[config.mk]
export PLATFORM = sky130hd
export DESIGN_NAME = htab_group_addr
export DESIGN_NICKNAME = d
export VERILOG_FILES = /design/src/rtl/htab_group_addr.sv
export SDC_FILE = /design/constraint.sdc
export NUM_CORES = 1
export LEC_CHECK = 0
export ABC_AREA = 1
export BUFFER_PORTS_ARGS = -buffer_cell sky130_fd_sc_hd__buf_4
export CAP_MARGIN = 0
export CORE_MARGIN = 1
export CORE_UTILIZATION = 35
export CTS_CLUSTER_SIZE = 20
export DETAILED_ROUTE_END_ITERATION = 10
export PLACE_DENSITY_LB_ADDON = 0.12
export RECOVER_POWER = 25
export SLEW_MARGIN = 10
export SYNTH_ARGS = -nofsm -noshare
export SYNTH_HDL_FRONTEND = slang
export SYNTH_SLANG_ARGS = --single-unit
[constraint.sdc]
create_clock -name clk -period 6.1 [get_ports clk]
set_input_delay 0.61 -clock clk [delete_from_list [all_inputs] [get_ports clk]]
set_output_delay 0.61 -clock clk [all_outputs]
set_load 0.02 [all_outputs]
[src/rtl/htab_group_addr.sv]
module htab_group_addr #(
  parameter int PAGE_SHIFT = 12,
  parameter int SEG_SHIFT  = 28,
  parameter int SIZE_MAX   = 28,
  parameter int SIZE_BIAS  = 18
) (
  input  logic        clk,
  input  logic        rst_n,
  input  logic        mode_64,
  input  logic        cfg_we,
  input  logic [63:0] cfg_wdata,
  input  logic        req_valid,
  input  logic [63:0] req_vsid,
  input  logic [63:0] req_ea,
  output logic        grp_valid,
  output logic [63:0] grp_pri,
  output logic [63:0] grp_sec,
  output logic        tlb_flush,
  output logic        size_clamped
);

  localparam int          PIDX_W   = SEG_SHIFT - PAGE_SHIFT;
  localparam logic [63:0] VMASK32  = 64'h0000_0000_01FF_FFC0;
  localparam logic [63:0] VMASK64  = 64'h0000_3FFF_FFFF_FF80;
  localparam logic [63:0] BASE32   = 64'h0000_0000_FFFF_0000;
  localparam logic [63:0] BASE64   = ~((64'd1 << SIZE_BIAS) - 64'd1);
  localparam logic [4:0]  SZ_LIMIT = 5'(SIZE_MAX);
  localparam logic [5:0]  SZ_BIAS  = 6'(SIZE_BIAS);

  logic [63:0] desc_q, base_q, mask_q;

  logic        wr_change;
  logic [4:0]  sz_raw, sz_eff;
  logic        sz_over;
  logic [63:0] new_base, new_mask;

  assign wr_change = cfg_we && (cfg_wdata != desc_q);
  assign sz_raw    = cfg_wdata[4:0];
  assign sz_over   = sz_raw > SZ_LIMIT;
  assign sz_eff    = sz_over ? SZ_LIMIT : sz_raw;
  assign new_base  = cfg_wdata & (mode_64 ? BASE64 : BASE32);
  assign new_mask  = mode_64 ? ~({64{1'b1}} << ({1'b0, sz_eff} + SZ_BIAS))
                             : {39'd0, cfg_wdata[8:0], 16'hFFFF};

  always_ff @(posedge clk) begin
    if (!rst_n) begin
      desc_q       <= '0;
      base_q       <= '0;
      mask_q       <= 64'h0000_0000_0000_FFFF;
      tlb_flush    <= 1'b0;
      size_clamped <= 1'b0;
    end else begin
      tlb_flush    <= wr_change;
      size_clamped <= wr_change && mode_64 && sz_over;
      if (wr_change) begin
        desc_q <= cfg_wdata;
        base_q <= new_base;
        mask_q <= new_mask;
      end
    end
  end

  logic [63:0] pidx, vsid_sel, vmask, hash_pri, hash_sec;

  assign pidx     = {{(64-PIDX_W){1'b0}}, req_ea[SEG_SHIFT-1:PAGE_SHIFT]};
  assign vsid_sel = mode_64 ? req_vsid : {40'd0, req_vsid[23:0]};
  assign vmask    = mode_64 ? VMASK64 : VMASK32;
  assign hash_pri = ((vsid_sel ^ pidx) << (mode_64 ? 7 : 6)) & vmask;
  assign hash_sec = ~hash_pri & vmask;

  always_ff @(posedge clk) begin
    if (!rst_n) begin
      grp_valid <= 1'b0;
      grp_pri   <= '0;
      grp_sec   <= '0;
    end else begin
      grp_valid <= req_valid;
      if (req_valid) begin
        grp_pri <= base_q | (hash_pri & mask_q);
        grp_sec <= base_q | (hash_sec & mask_q);
      end
    end
  end

  AST_VALID_FOLLOWS: assert property (@(posedge clk) disable iff (!rst_n)
    req_valid |=> grp_valid);
  AST_NO_STRAY_VALID: assert property (@(posedge clk) disable iff (!rst_n)
    !req_valid |=> !grp_valid);
  AST_GROUP_ALIGN: assert property (@(posedge clk) disable iff (!rst_n)
    grp_valid |-> (grp_pri[5:0] == 6'd0 && grp_sec[5:0] == 6'd0));
  AST_FLUSH_NEEDS_WRITE: assert property (@(posedge clk) disable iff (!rst_n)
    tlb_flush |-> $past(cfg_we));
  AST_SAME_NO_FLUSH: assert property (@(posedge clk) disable iff (!rst_n)
    (cfg_we && cfg_wdata == desc_q) |=> (!tlb_flush && $stable(mask_q) && $stable(base_q)));
  AST_CLAMP_64_ONLY: assert property (@(posedge clk) disable iff (!rst_n)
    size_clamped |-> ($past(mode_64) && tlb_flush));

endmodule

==> results of run 1 <==
worst register-to-register path: stages, from the launching register on:
cell and delay (ns):
dfxtp_1 0.34, inv_1 0.04, nand2_1 0.05, nand2_1 0.05, nor2_1 0.11, nand2_1 0.10
nor2_1 0.35, nand2_1 0.10, nor2_1 0.20, nand2_4 0.32, nand2_4 0.80, buf_4 0.62
nand2_1 0.13, a21oi_1 0.14
layout make-up:
class | count | area [sq um]
tap | 442 | 553
inverter | 197 | 742
fill | 3467 | 18500
sequential | 239 | 4780
clock inverter | 13 | 218
clock buffer | 39 | 793
multi-input combinational | 1169 | 5370
timing repair buffer | 253 | 1580
antenna | 1 | 2.50
final timing paths:
check                                   from     endpoint  slack, ns  cells after the start
worst min-delay path            req_vsid[20]  grp_sec[27]       0.33                      4
worst min register to register    base_q[61]   base_q[61]       0.46                      2
worst max register to register    desc_q[34]   desc_q[49]       2.69                     13
worst max-delay path               req_valid  grp_sec[35]       1.87                      4
sequential cells by signal, indices dropped and copies added (netlist names):
| signal | count |
|---|---|
| base_q | 34 |
| desc_q | 64 |
| grp_pri | 57 |
| grp_sec | 41 |
| size_clamped | 1 |
| tlb_flush | 1 |
| mask_q | 40 |
| grp_valid | 1 |
power breakdown:
part	switching, mW	internal, mW
clock	0.687	1.16
combinational	0.370	0.210
sequential	0.0589	1.65
metal layers:
| layer | part of all wire, % | wire, microns | vias up | GRT usage (%) |
|---|---|---|---|---|
| met3 | 5.8 | 2050 | 45 | 3.59 |
| met1 | 50 | 17600 | 4993 | 29.4 |
| met5 | 0 | 0 | - | 0 |
| met2 | 43 | 15200 | 269 | 31.7 |
| li1 | - | - | 5805 | - |
| met4 | 1.7 | 585 | 0 | 4.63 |
placed cells by master, fill, tap and decap left out, drive strengths merged:
cell,netlist,final
inv,197,197
xnor2,15,15
nor2,160,160
a211oi,1,1
nand3,185,185
diode,0,1
o2111ai,1,1
nor3,9,9
o211ai,27,27
clkbuf,73,124
nand2,417,417
dfxtp,239,239
clkinvlp,0,1
a21oi,194,194
o21ai,113,113
bufinv,0,6
or2,7,7
o221ai,1,1
buf,70,168
clkinv,0,6
ha,4,4
nand4,2,2
nand3b,9,9
conb,1,12
a31oi,1,1
xor2,11,11
logic make-up after synthesis:
group | after synthesis
AOI/OAI and AO/OA | 338
xor gates and xnor gates | 26
other | 1
DFF | 239
and+or+nand+nor | 789
adders and majority gates | 4
buffers and inverters | 340
per-stage QoR:
step	setup slack, ns	hold slack, ns	utilization (%)	instance area [sq um]	cells
2_1_floorplan	3.71	0.429	-	11600	1748
3_3_place_gp	2.17	0.444	41.0	13400	2300
3_5_place_dp	2.17	0.448	41.0	13400	2300
4_1_cts	2.53	0.304	44.1	14400	2352
5_1_grt	1.49	0.330	43.2	14000	2352
6_report	1.87	0.334	43.2	14000	2353
==> summary.md, run 1 <==
| Metric | Value |
|---|---|
| Sequential element share of the synthesized area | 41.3% |
| Initial antenna violation count | 1 |
| Final Hold Viols | 0 |
| Layout area overhead | 21.3% |
| Worst-margin pin slew | 2.61 ns |
| Most used cell, CP | clkbuf_1 |
| Mux share of post-synthesis cell area | 0% |
| Violated checks | capacitance limit, slew limit |
| Post-synth ARST share | 0% |
| Worst Setup End Kind | flop |
| Antenna-violating nets left | 0 |
| Synth area leaders | dfxtp_1 (41%), nand2_1 (13%), a21oi_1 (8.4%), nand3_1 (8.0%), inv_1 (6.3%) |
| Relative slew margins | -74.2% |
| Worst path slowest cell | clkbuf_1 |
| Number of global-route vias before repair | 9960 |
| Area share of fa/ha/maj cells after synthesis | 0.432% |
| Total I/O pin count | 328 |
| Die W | 184 microns |
| Htree depth | 1 |
| Main combinational cell family by area after synthesis | simple AND/OR/NAND/NOR gates |
| Unrepaired setup endpoints after global routing | no |
| Cell Chain, Critical Path | clkbuf_1 -> clkbuf_1 -> o21ai_0 -> a21oi_1 |
| Residual DRC | 0 |
| Final Power | 4.13 mW |
| GRT overflow | 0 |
| Hold-fix buffers, CTS | 0 |
| Synthesized area per cell | 6.67 sq um |
| CTS Sinks | 239 |
| FF+latch count, synth | 239 |
| RePlAce Congestion | 0.807 |
| Post-synthesis xor/xnor area fraction | 1.97% |
| Tot GR Track Use | 20.5% |
| CP required | 6.56 ns |
| Fin Setup TNS | 0 ns |
| Synth cell count leaders | nand2_1 (415), dfxtp_1 (239), inv_1 (195) |
| Global-route wire length before repair | 55200 microns |
| Synth cell types | 27 |
| Worst min path class | in2reg |
| Share of layout cells above drive strength 1 | 11.8% |
| Slew Limit Fails | 102 |
| Cell family with most CP delay | buffers and inverters |
| Clk buf depth | 3 |
| Worst-Skew Late Latency | 0.55 ns |
| Crit path buf inv count | 2 |
| Worst Clk Skew | 0.0114 ns |
| Die height | 184 microns |
| Mapped Cells | 1737 |
| CTS tree | built |
| Port buffer count | 242 |
| Final Critical Period | 4.23 ns |
| Synth Area in Compound Gates | 15.3% |
| Synthesized area | 11600 sq um |
| Root Driver | clkbuf_16 |
| Clock-pin transition on the worst setup and hold timing paths | 0.06 ns |
| P_leak | 6.46 nW |
| Drt via density | 4.72 |
| Final nets | 2090 |
| Main synth FF type | dfxtp_1 |
| Synthesis Warnings | 0 |
| Final setup violation count | 0 |
| Resize count post-CTS | 0 |
| Max Clk Rate | 236 MHz |
| CP Class | in2reg |
| Std cell rows | 66 |
| Total Die Area | 33800 sq um |
| Final wirelength | 35400 microns |
| Largest net degree at the start of global routing | 94 |
| Initial Util | 35.6% |
| Drt first pass iters | 5 |
| HPWL Detailed | 22900 microns |
| CTS Buf Count | 29 |
| Avg WL per Cell | 15.1 microns |
| Largest area contributor in the netlist | dfxtp_1 |
| Yosys top cell area share | 41.3% |
| Pwr/cell area | 294 nW/um^2 |
| Most common cell in the netlist | nand2_1 |
| EDFF count, synth | 0 |
| Final period utilization | 69.4% |
| Slowest stage delay, CP | 1.96 ns |
| Critical Path Fanout Max | 58 |
| Arrival @ worst endpoint | 4.70 ns |
| Via count | 11112 |
| Max cap viols | 2 |
| Worst Setup Start Kind | input pin |
| Max VDD drop | 0.222 mV |
| Synth Area in Simple Gates | 28.2% |
| Core outline area | 32500 sq um |
| Initial DRC count | 738 |
| Outcome | finished with violations |
| Post-CTS setup buffer count | 0 |
(Power assumes the default switching activity.)
==> run 2: changes to the inputs <==
Settings changed: ABC_AREA 1 to 0.
Clock period 6.1 ns to 4.4 ns, I/O delays scaled along.
==> summary.md, run 2 <==
| Metric | Value |
|---|---|
| Post-placement cell count | 1816 |
| Arrival @ worst endpoint | 3.75 ns |
| Largest register by flop count | desc_q |
| Final period utilization | 76.1% |
| Largest area contributor in the netlist | dfxtp_1 |
| Share of layout cells above drive strength 1 | 18.1% |
| Layout area overhead | 23.0% |
| Unrepaired setup endpoints after global routing | no |
| Pwr/cell area | 405 nW/um^2 |
| Fin Setup TNS | 0 ns |
| P_leak | 5.82 nW |
| Hold-fix buffers, CTS | 0 |
| Number of global-route vias before repair | 8636 |
| Worst Setup End Kind | flop |
| Antenna-violating nets left | 0 |
| HPWL Detailed | 21700 microns |
| Slew Limit Fails | 184 |
| Worst-Skew Late Latency | 0.54 ns |
| R2R Path Start | desc_q[30] |
| Worst Clk Skew | 0.00886 ns |
| Worst Setup Start Kind | input pin |
| Clk buf depth | 3 |
| Violated checks | capacitance limit, slew limit |
| Most common cell after layout, fill and taps aside | dfxtp_1 |
| Relative slew margins | -69.3% |
| Synthesized area per cell | 8.63 sq um |
| Synthesis Warnings | 0 |
| Final setup violation count | 0 |
| Mapped Cells | 1285 |
| Sequential element share of the synthesized area | 43.1% |
| Std cell rows | 64 |
| Most common cell in the netlist | dfxtp_1 |
| Drt first pass iters | 6 |
| Die W | 180 microns |
| CP Class | in2reg |
| Core outline area | 30900 sq um |
| Synth cell count leaders | dfxtp_1 (239), nand2_1 (236), mux2i_1 (166) |
| R2R Setup Slk | 1.66 ns |
| Post-CTS setup buffer count | 0 |
| Avg WL per Cell | 16.7 microns |
| Top Registers | desc_q: 64 flops, grp_pri: 57 flops, grp_sec: 41 flops |
| Total Die Area | 32400 sq um |
| EDFF count, synth | 0 |
| Drt via density | 4.88 |
| Critical Path Fanout Max | 55 |
| Max cap viols | 2 |
| Post-synth ARST share | 0% |
| Final cell count without fillers | 1870 |
| Largest net degree at the start of global routing | 186 |
| Synthesized area | 11100 sq um |
| Initial Util | 35.9% |
| Resize count post-CTS | 0 |
| R2R Path End | desc_q[41] |
| Tot GR Track Use | 18.8% |
| Synth area leaders | dfxtp_1 (43%), mux2i_1 (15%), nand2_1 (8.0%), xnor2_1 (6.1%), a21oi_1 (4.2%) |
| Max reg flops | 64 |
| Root Driver | clkbuf_16 |
| Worst min path class | in2reg |
| Worst R2R Path Depth | 7 |
| Synth cell types | 39 |
| Final Critical Period | 3.35 ns |
| Port buffer count | 242 |
| Main synth FF type | dfxtp_1 |
| Final wirelength | 31200 microns |
| Hold Path End | desc_q[12] |
| Hold_sp | cfg_wdata[12] |
| RePlAce Congestion | 0.844 |
| Fill cells | 3125 |
| CP required | 4.80 ns |
| Clock-pin transition on the worst setup and hold timing paths | 0.06 ns |
| CTS Sinks | 239 |
| Final Hold Viols | 0 |
| Total I/O pin count | 328 |
| Final nets | 1652 |
| Hold path cells | 3 |
| Most frequent cells in the layout | dfxtp_1 (239), nand2_1 (236), buf_4 (211), mux2i_1 (166), a21oi_1 (92) |
| Worst-margin pin slew | 2.54 ns |
| Residual DRC | 0 |
| Initial antenna violation count | 4 |
| FF+latch count, synth | 239 |
| CTS Buf Count | 29 |
| Global-route wire length before repair | 48700 microns |
| Max Clk Rate | 298 MHz |
| Outcome | finished with violations |
| CTS tree | built |
| Via count | 9134 |
| Htree depth | 1 |
| Die height | 180 microns |
| Initial DRC count | 585 |
| Yosys top cell area share | 43.1% |
| GRT overflow | 0 |
| Max VDD drop | 0.262 mV |
==> run 2: worst max path at each step <==
stage                       start          to  slack, ns
global placement    cfg_wdata[57]  base_q[38]       1.40
CTS                    desc_q[30]  desc_q[41]       1.57
global route              mode_64  mask_q[18]       0.72
detailed placement  cfg_wdata[43]  desc_q[41]       1.39
finish                    mode_64  mask_q[18]       1.05
floorplan            cfg_wdata[3]  mask_q[16]       2.09
==> run 2: area by class of cell <==
class / count / area [sq um] / share of cell area [%]
Multi-Input combinational cell: 888 / 5470 / 40.1
Sequential cell: 239 / 4780 / 35.1
Timing Repair Buffer: 252 / 1790 / 13.1
Clock buffer: 43 / 848 / 6.22
Tap cell: 396 / 495 / 3.63
Inverter: 41 / 154 / 1.13
Clock inverter: 9 / 98.8 / 0.725
Antenna cell: 2 / 5.00 / 0.0367
==> run 2: per-layer routing <==
layer	track usage [%]	wire length, microns	up-vias
met5	0	52	-
met4	3.28	293	6
met3	4.85	2090	33
met2	31.3	14300	226
met1	24.6	14400	4199
li1	-	-	4670
==> run 2: per-stage QoR <==
step	power [mW]	utilization (%)	hold WS (ns)	instance area, sq um	worst slack, ns
6_report	5.53	44.1	0.163	13600	1.05
3_3_place_gp	3.22	41.5	0.448	12800	1.40
4_1_cts	5.62	44.6	0.138	13800	1.57
5_1_grt	5.79	44.1	0.163	13600	0.715
2_1_floorplan	2.92	-	0.438	11100	2.09
3_5_place_dp	3.23	41.5	0.454	12800	1.39
==> run 2: worst max-delay path, cell delays in order <==
cell and delay [ns]:
buf_4 0.14, clkbuf_1 1.81, nand2_1 0.66, o221ai_1 0.52
mux2i_1 0.13
==> run 2: cell families after synthesis <==
group | synth area share [%]
AOI/OAI and AO/OA | 11.7
xor gates and xnor gates | 6.32
adders and majority gates | 0.451
buffers and inverters | 8.07
DFF | 43.1
muxes | 15.3
other | 0.0338
and+or+nand+nor | 15.0
==> run 2: where the power goes <==
group | total [mW] | internal (mW) | switching (mW)
registers | 2.37 | 2.29 | 0.0822
logic | 0.794 | 0.334 | 0.460
clock network | 2.36 | 1.44 | 0.924
